[src/rtl/dlyrd_pkg.sv]
package dlyrd_pkg;
  typedef enum logic [1:0] {
    RSP_NONE  = 2'd0,
    RSP_RETRY = 2'd1,
    RSP_DATA  = 2'd2,
    RSP_EMPTY = 2'd3
  } rsp_e;
endpackage

[src/rtl/dlyrd_window.sv]
module dlyrd_window #(
  parameter int AW = 64,
  parameter int LW = 32
) (
  input  logic [AW-1:0]    addr,
  input  logic             dac,
  input  logic [LW-1:0]    base_lo,
  input  logic [AW-LW-1:0] base_hi,
  input  logic [AW-1:0]    limit,
  output logic             hit
);
  logic [AW-1:0] eff_base;
  always_comb begin
    eff_base = {(dac ? base_hi : {(AW-LW){1'b0}}), base_lo};
    hit      = (addr >= eff_base) && (addr <= limit);
  end
endmodule

[src/rtl/dlyrd_match.sv]
module dlyrd_match #(
  parameter int AW        = 64,
  parameter int CMD_W     = 4,
  parameter int DEPTH     = 8,
  parameter int ALIAS_LSB = 5
) (
  input  logic [DEPTH-1:0]            vld,
  input  logic [DEPTH-1:0][AW-1:0]    ent_addr,
  input  logic [DEPTH-1:0][CMD_W-1:0] ent_cmd,
  input  logic [AW-1:0]               addr,
  input  logic [CMD_W-1:0]            cmd,
  input  logic                        alias_mode,
  output logic [DEPTH-1:0]            hit
);
  for (genvar g = 0; g < DEPTH; g++) begin : g_cmp
    logic full_eq, line_eq;
    always_comb begin
      full_eq = (ent_addr[g] == addr) && (ent_cmd[g] == cmd);
      line_eq = (ent_addr[g][AW-1:ALIAS_LSB] == addr[AW-1:ALIAS_LSB]);
      hit[g]  = vld[g] && (alias_mode ? line_eq : full_eq);
    end
  end
endmodule

[src/rtl/dlyrd_rdbuf.sv]
module dlyrd_rdbuf #(
  parameter int DW = 64,
  parameter int NW = 32,
  localparam int BW = $clog2(NW)
) (
  input  logic          clk,
  input  logic          we,
  input  logic [BW-1:0] waddr,
  input  logic [DW-1:0] wdata,
  input  logic          re,
  input  logic [BW-1:0] raddr,
  output logic [DW-1:0] rdata
);
  logic [DW-1:0] mem [NW];
  always_ff @(posedge clk) begin
    if (we) mem[waddr] <= wdata;
    if (re) rdata <= mem[raddr];
  end
endmodule

[src/rtl/dlyrd_tracker.sv]
module dlyrd_tracker
  import dlyrd_pkg::*;
#(
  parameter int AW        = 64,
  parameter int LW        = 32,
  parameter int CMD_W     = 4,
  parameter int DEPTH     = 8,
  parameter int WORDS     = 4,
  parameter int DW        = 64,
  parameter int ALIAS_LSB = 5,
  localparam int TW = $clog2(DEPTH),
  localparam int IW = $clog2(WORDS),
  localparam int CW = $clog2(WORDS + 1)
) (
  input  logic             clk,
  input  logic             rst,
  input  logic [LW-1:0]    cfg_base_lo,
  input  logic [AW-LW-1:0] cfg_base_hi,
  input  logic [AW-1:0]    cfg_limit,
  input  logic             cfg_alias,
  input  logic             req_valid,
  input  logic [AW-1:0]    req_addr,
  input  logic             req_dac,
  input  logic [CMD_W-1:0] req_cmd,
  output logic             rsp_valid,
  output logic [1:0]       rsp_code,
  output logic             dreq_valid,
  output logic [TW-1:0]    dreq_tag,
  output logic [AW-1:0]    dreq_addr,
  output logic [CMD_W-1:0] dreq_cmd,
  input  logic             fill_valid,
  input  logic [TW-1:0]    fill_tag,
  input  logic [DW-1:0]    fill_data,
  input  logic             fill_abort,
  input  logic             fill_last,
  input  logic             mst_rdy,
  input  logic             mst_stop,
  output logic             xfer_busy,
  output logic             dout_valid,
  output logic [DW-1:0]    dout_data,
  output logic             dout_last
);
  // slot table
  logic [DEPTH-1:0]            ent_vld, ent_done;
  logic [DEPTH-1:0][AW-1:0]    ent_addr;
  logic [DEPTH-1:0][CMD_W-1:0] ent_cmd;
  logic [DEPTH-1:0][CW-1:0]    ent_cnt;

  // burst state
  logic [TW-1:0] b_tag;
  logic [CW-1:0] b_idx;

  logic             claim;
  logic [DEPTH-1:0] hit;
  logic             hit_any, full;
  logic [TW-1:0]    hit_idx, free_idx;
  logic             req_go, capture;
  logic             fill_ok, fill_wr;
  logic             rd_go, rd_end;

  function automatic logic [TW-1:0] lowest_set(input logic [DEPTH-1:0] v);
    lowest_set = '0;
    for (int i = DEPTH - 1; i >= 0; i--)
      if (v[i]) lowest_set = TW'(i);
  endfunction

  dlyrd_window #(.AW(AW), .LW(LW)) win_i (
    .addr(req_addr), .dac(req_dac), .base_lo(cfg_base_lo),
    .base_hi(cfg_base_hi), .limit(cfg_limit), .hit(claim)
  );

  dlyrd_match #(.AW(AW), .CMD_W(CMD_W), .DEPTH(DEPTH), .ALIAS_LSB(ALIAS_LSB)) cmp_i (
    .vld(ent_vld), .ent_addr(ent_addr), .ent_cmd(ent_cmd),
    .addr(req_addr), .cmd(req_cmd), .alias_mode(cfg_alias), .hit(hit)
  );

  always_comb begin
    hit_any  = |hit;
    hit_idx  = lowest_set(hit);
    full     = &ent_vld;
    free_idx = lowest_set(~ent_vld);
    req_go   = req_valid && !xfer_busy;
    capture  = req_go && claim && !hit_any && !full;
    fill_ok  = fill_valid && ent_vld[fill_tag] && !ent_done[fill_tag];
    fill_wr  = fill_ok && !fill_abort && (ent_cnt[fill_tag] < CW'(WORDS));
    rd_go    = xfer_busy && mst_rdy && !mst_stop;
    rd_end   = rd_go && ((b_idx + CW'(1)) == ent_cnt[b_tag]);
  end

  dlyrd_rdbuf #(.DW(DW), .NW(DEPTH * WORDS)) buf_i (
    .clk(clk),
    .we(fill_wr),
    .waddr({fill_tag, ent_cnt[fill_tag][IW-1:0]}),
    .wdata(fill_data),
    .re(rd_go),
    .raddr({b_tag, b_idx[IW-1:0]}),
    .rdata(dout_data)
  );

  // payload fields, no reset needed
  always_ff @(posedge clk) begin
    if (capture) begin
      ent_addr[free_idx] <= req_addr;
      ent_cmd[free_idx]  <= req_cmd;
      dreq_addr          <= req_addr;
      dreq_cmd           <= req_cmd;
      dreq_tag           <= free_idx;
    end
  end

  always_ff @(posedge clk) begin
    if (rst) begin
      ent_vld    <= '0;
      ent_done   <= '0;
      ent_cnt    <= '0;
      rsp_valid  <= 1'b0;
      rsp_code   <= RSP_NONE;
      dreq_valid <= 1'b0;
      xfer_busy  <= 1'b0;
      b_tag      <= '0;
      b_idx      <= '0;
      dout_valid <= 1'b0;
      dout_last  <= 1'b0;
    end else begin
      rsp_valid  <= req_go;
      dreq_valid <= capture;
      dout_valid <= rd_go;
      dout_last  <= rd_end;

      if (req_go) begin
        if (!claim) begin
          rsp_code <= RSP_NONE;
        end else if (hit_any) begin
          if (!ent_done[hit_idx]) begin
            rsp_code <= RSP_RETRY;
          end else if (ent_cnt[hit_idx] == '0) begin
            rsp_code         <= RSP_EMPTY;
            ent_vld[hit_idx] <= 1'b0;
          end else begin
            rsp_code  <= RSP_DATA;
            xfer_busy <= 1'b1;
            b_tag     <= hit_idx;
            b_idx     <= '0;
          end
        end else begin
          rsp_code <= RSP_RETRY;
          if (!full) begin
            ent_vld[free_idx]  <= 1'b1;
            ent_done[free_idx] <= 1'b0;
            ent_cnt[free_idx]  <= '0;
          end
        end
      end

      if (fill_wr) ent_cnt[fill_tag] <= ent_cnt[fill_tag] + CW'(1);
      if (fill_ok && fill_last) ent_done[fill_tag] <= 1'b1;

      if (xfer_busy && mst_stop) begin
        xfer_busy      <= 1'b0;
        ent_vld[b_tag] <= 1'b0;
      end else if (rd_go) begin
        b_idx <= b_idx + CW'(1);
        if (rd_end) begin
          xfer_busy      <= 1'b0;
          ent_vld[b_tag] <= 1'b0;
        end
      end
    end
  end
endmodule

[config.mk]
export PLATFORM = sky130hd
export DESIGN_NAME = dlyrd_tracker
export DESIGN_NICKNAME = d
export VERILOG_FILES = /design/src/rtl/dlyrd_pkg.sv /design/src/rtl/dlyrd_window.sv /design/src/rtl/dlyrd_match.sv /design/src/rtl/dlyrd_rdbuf.sv /design/src/rtl/dlyrd_tracker.sv
export SDC_FILE = /design/constraint.sdc
export NUM_CORES = 2
export LEC_CHECK = 0
export BUFFER_PORTS_ARGS = -buffer_cell sky130_fd_sc_hd__buf_2
export CAP_MARGIN = 20
export CORE_UTILIZATION = 40
export CTS_CLUSTER_SIZE = 40
export DETAILED_ROUTE_END_ITERATION = 6
export GPL_TIMING_DRIVEN = 1
export HOLD_SLACK_MARGIN = 0.06
export PLACE_DENSITY = 0.56
export SYNTH_ARGS = -nofsm -noshare
export SYNTH_HDL_FRONTEND = slang
export SYNTH_HIERARCHICAL = 1
export SYNTH_SLANG_ARGS = --single-unit
[constraint.sdc]
create_clock -name clk -period 30.4 [get_ports clk]
set_input_delay 9.12 -clock clk [delete_from_list [all_inputs] [get_ports clk]]
set_output_delay 9.12 -clock clk [all_outputs]
set_load 0.005 [all_outputs]
==> flow_metrics.env <==
export IMPL_status="completed"
export IMPL_antenna_found_initial=34
export IMPL_highest_layer="met5"
export IMPL_viasPerCell=5.47
export IMPL_postCtsSetupBuffers=0
export IMPL_area_delta_synth_final_pct=14.5
export IMPL_synth_edf_count=2727
export IMPL_grt_start_max_net_pins=109
export IMPL_power_density_nw_per_um2=62.5
export IMPL_drt_drc_violations_left=0
export IMPL_fin_crit_sh_pct=45.9
export IMPL_avgSynthCellArea_um2=20.6
export IMPL_final_area_um2=127000
export IMPL_clk_path_buf_depth=4
export IMPL_setup_worst_path_start_class="primary input"
export IMPL_ys_seq_area_share_pct=74.7
export IMPL_die_h_um=529
export IMPL_place_congestion=0.841
export IMPL_ys_flop_type="edfxtp_1"
export IMPL_drt_met1_wl_um=125000
export IMPL_wl_per_cell_um=28.7
export IMPL_placement_rows=193
export IMPL_io_pins=415
export IMPL_ff2ff_setup_slack_ns=24.58
export IMPL_overflow=0
export IMPL_cap_violations=0
export IMPL_synth_area_leader_cell="edfxtp_1"
export IMPL_yosysWarnings=6
export IMPL_place_ws_ns=15.55
export IMPL_hold_class="reg2reg"
export IMPL_setup_violations=0
export IMPL_post_cts_resized=0
export IMPL_floorplan_core_area_um2=276000
export IMPL_clock_sinks=2780
export IMPL_hold_buffers=0
export IMPL_hold_start="ent_done[6]"
export IMPL_finalNonFillerCells=9917
export IMPL_yosys_top_cells_area="edfxtp_1, mux4_2, xor2_1"
export IMPL_grt_pass1_wl_um=409000
export IMPL_start_util_pct=40.2
export IMPL_track_usage_pct=20.3
export IMPL_cp_arrival_ns=14.45
export IMPL_ant_nets=0
export IMPL_crit_chain="buf_2, ha_1, a21oi_1, o21ai_0, a221o_1, o31ai_1, o2111a_1, o21ai_0, a2bb2oi_1, inv_1, nor4_4, nand2_1, nor3b_2, buf_4"
export IMPL_r2r_cells=7
export IMPL_crit_family="compound AO/OA/AOI/OAI gates"
export IMPL_crit_fanout=59
export IMPL_path_buf_inv=3
export IMPL_peakVddDrop_uv=52.7
export IMPL_die_w_um=529
export IMPL_finalHoldViolCount=0
export IMPL_rsz0062_at_grt="no"
export IMPL_cpMostUsedCell="o21ai_0"
export IMPL_worstHoldPathCells=2
export IMPL_synth_distinct_cells=84
export IMPL_first_iter_violations=4846
export IMPL_nets=6365
export IMPL_h_tree_depth=5
export IMPL_slowest_stage="buf_4"
export IMPL_cts_tree="yes"
export IMPL_syn_inst=5385
export IMPL_timing_hold_ws_ns=0.517
export IMPL_worstReg2RegEnd="buf_i/rdata[62]"
export IMPL_period_minus_slack_ns=13.94
export IMPL_drt_pass1_iterations=7
export IMPL_fin_skew_ns=0.0809
export IMPL_dr_wl_met3_um=14700
export IMPL_rr_startpoint="b_idx[0]"
export IMPL_final_common_cell="edfxtp_1"
export IMPL_netlist_area_um2=111000
export IMPL_tns_ns=0
export IMPL_drive_gt1_share_pct=27.4
export IMPL_placement_io_buffers=414
export IMPL_max_freq_ghz=0.0717
export IMPL_drv_slew=0
export IMPL_finalPower_mw=7.94
export IMPL_die_area_um2=280000
export IMPL_route_vias_total=54200
export IMPL_grt_pass1_vias=55300
export IMPL_fin_util_pct=46.0
export IMPL_holdPathEnd="ent_done[6]"
export IMPL_dp_cells=9364
export IMPL_cts_root_buf="clkbuf_16"
export IMPL_drt_total_wl_um=285000
export IMPL_synth_top_cell_area_share_pct=73.8
export IMPL_hpwl_um=159000
export IMPL_syn_num_nets=5788
export IMPL_critical_path_required_ns=30.91
export IMPL_setup_slack_ns=16.46
export IMPL_synth_seq_cells=2780
export IMPL_dpl_instance_area_um2=118000
export IMPL_numCtsBuffers=299
export IMPL_wl_met2_um=138000
export IMPL_maxSlewHeadroom_pct=24.4
export IMPL_p_leak_nw=40.1
export IMPL_path_clk_slew_ns=0.06
export IMPL_worst_slew_pin_slew_ns=1.12
export IMPL_criticalPathCategory="in2reg"
export IMPL_cp_slowest_stage_delay_ns=0.85
export IMPL_clk_latency_ns=0.91
export IMPL_async_flop_share_pct=0
export IMPL_end_kind="register"
export IMPL_final_cell_mix="edfxtp_1, mux4_2, buf_2"
-- report_power, final --
part	internal [mW]	total [mW]	leakage, nW	switching, mW
Combinational	0.0634	0.218	10.6	0.155
Clock	1.99	3.49	4.53	1.50
Sequential	4.22	4.23	25.0	0.00588
-- state kept, by name, indices dropped and copies added, names as in the netlist, 2 cells and up --
register	flops
b_tag	3
ent_cnt	24
ent_done	8
buf_i/rdata	64
b_idx	3
buf_i/mem	2048
ent_cmd	32
dreq_tag	3
dreq_addr	64
rsp_code	2
ent_addr	512
dreq_cmd	4
ent_vld	8
-- Yosys cell counts, types with 8 or more instances --
master    count
clkbuf_1    108
ha_1        130
nor3_1       17
nor2_1       94
xnor2_1     178
nand2b_1     14
a31oi_1      11
nand4_1      93
a21oi_1      63
dfxtp_1      53
nand3_1      21
buf_2        90
a221oi_1     17
nor4_1      112
o21ai_0      34
o22ai_1      11
nor2b_1      13
a21o_1       23
and2_1        9
buf_1        34
a22oi_1      14
edfxtp_1   2727
inv_1       117
nand2_1     100
xor2_1      369
mux2i_1      53
mux4_2      608
buf_4        14
mux2_2       77
buf_6         9
o21ai_1       8
a211oi_1     17
o211ai_1     10
nand3b_1     22
-- metal layers --
metal	track usage [%]	vias up
li1	-	23200
met1	28.5	29000
met2	33.1	1620
met3	2.91	379
met4	5.35	18
met5	0	-
-- tightest hold or removal path, cell delays in order (launching register included) --
cell and delay, ns:
dfxtp_1 0.34, nand2b_1 0.08, a21oi_1 0.05
-- cells by family after synthesis --
kind of cell	count (synthesis)	share of synthesized area [%]
buffers and inverters	374	1.48
multiplexers	738	13.6
AND/OR/NAND/NOR	546	2.75
AO/OA/AOI/OAI	269	1.67
adder cells (fa/ha/maj)	130	1.47
XOR/XNOR	548	4.33
flip-flops	2780	74.7
-- final cells by class --
class                      instances  area [um^2]
clock inverter                   159         1360
tap                             3705         4640
clock buffer                     375         7930
multi-input combinational       2231        26700
sequential                      2780        83000
timing repair buffer             531         3030
antenna                           17         42.5
fill                           23200       149000
inverter                         119          457
-- worst max-delay path by stage --
stage                      start               end  slack (ns)  depth (start not counted)
finish              req_addr[35]     ent_addr[191]       16.46                         14
global route        req_addr[35]     ent_addr[187]       16.31                         14
CTS                  fill_tag[0]  buf_i/mem[2][17]       16.47                          9
detailed placement   fill_tag[0]  buf_i/mem[2][37]       15.55                          9
global placement     fill_tag[0]  buf_i/mem[3][37]       15.57                          9
floorplan                req_dac     ent_addr[128]       13.47                         13
No activity file was read; power rests on OpenSTA's default activity.
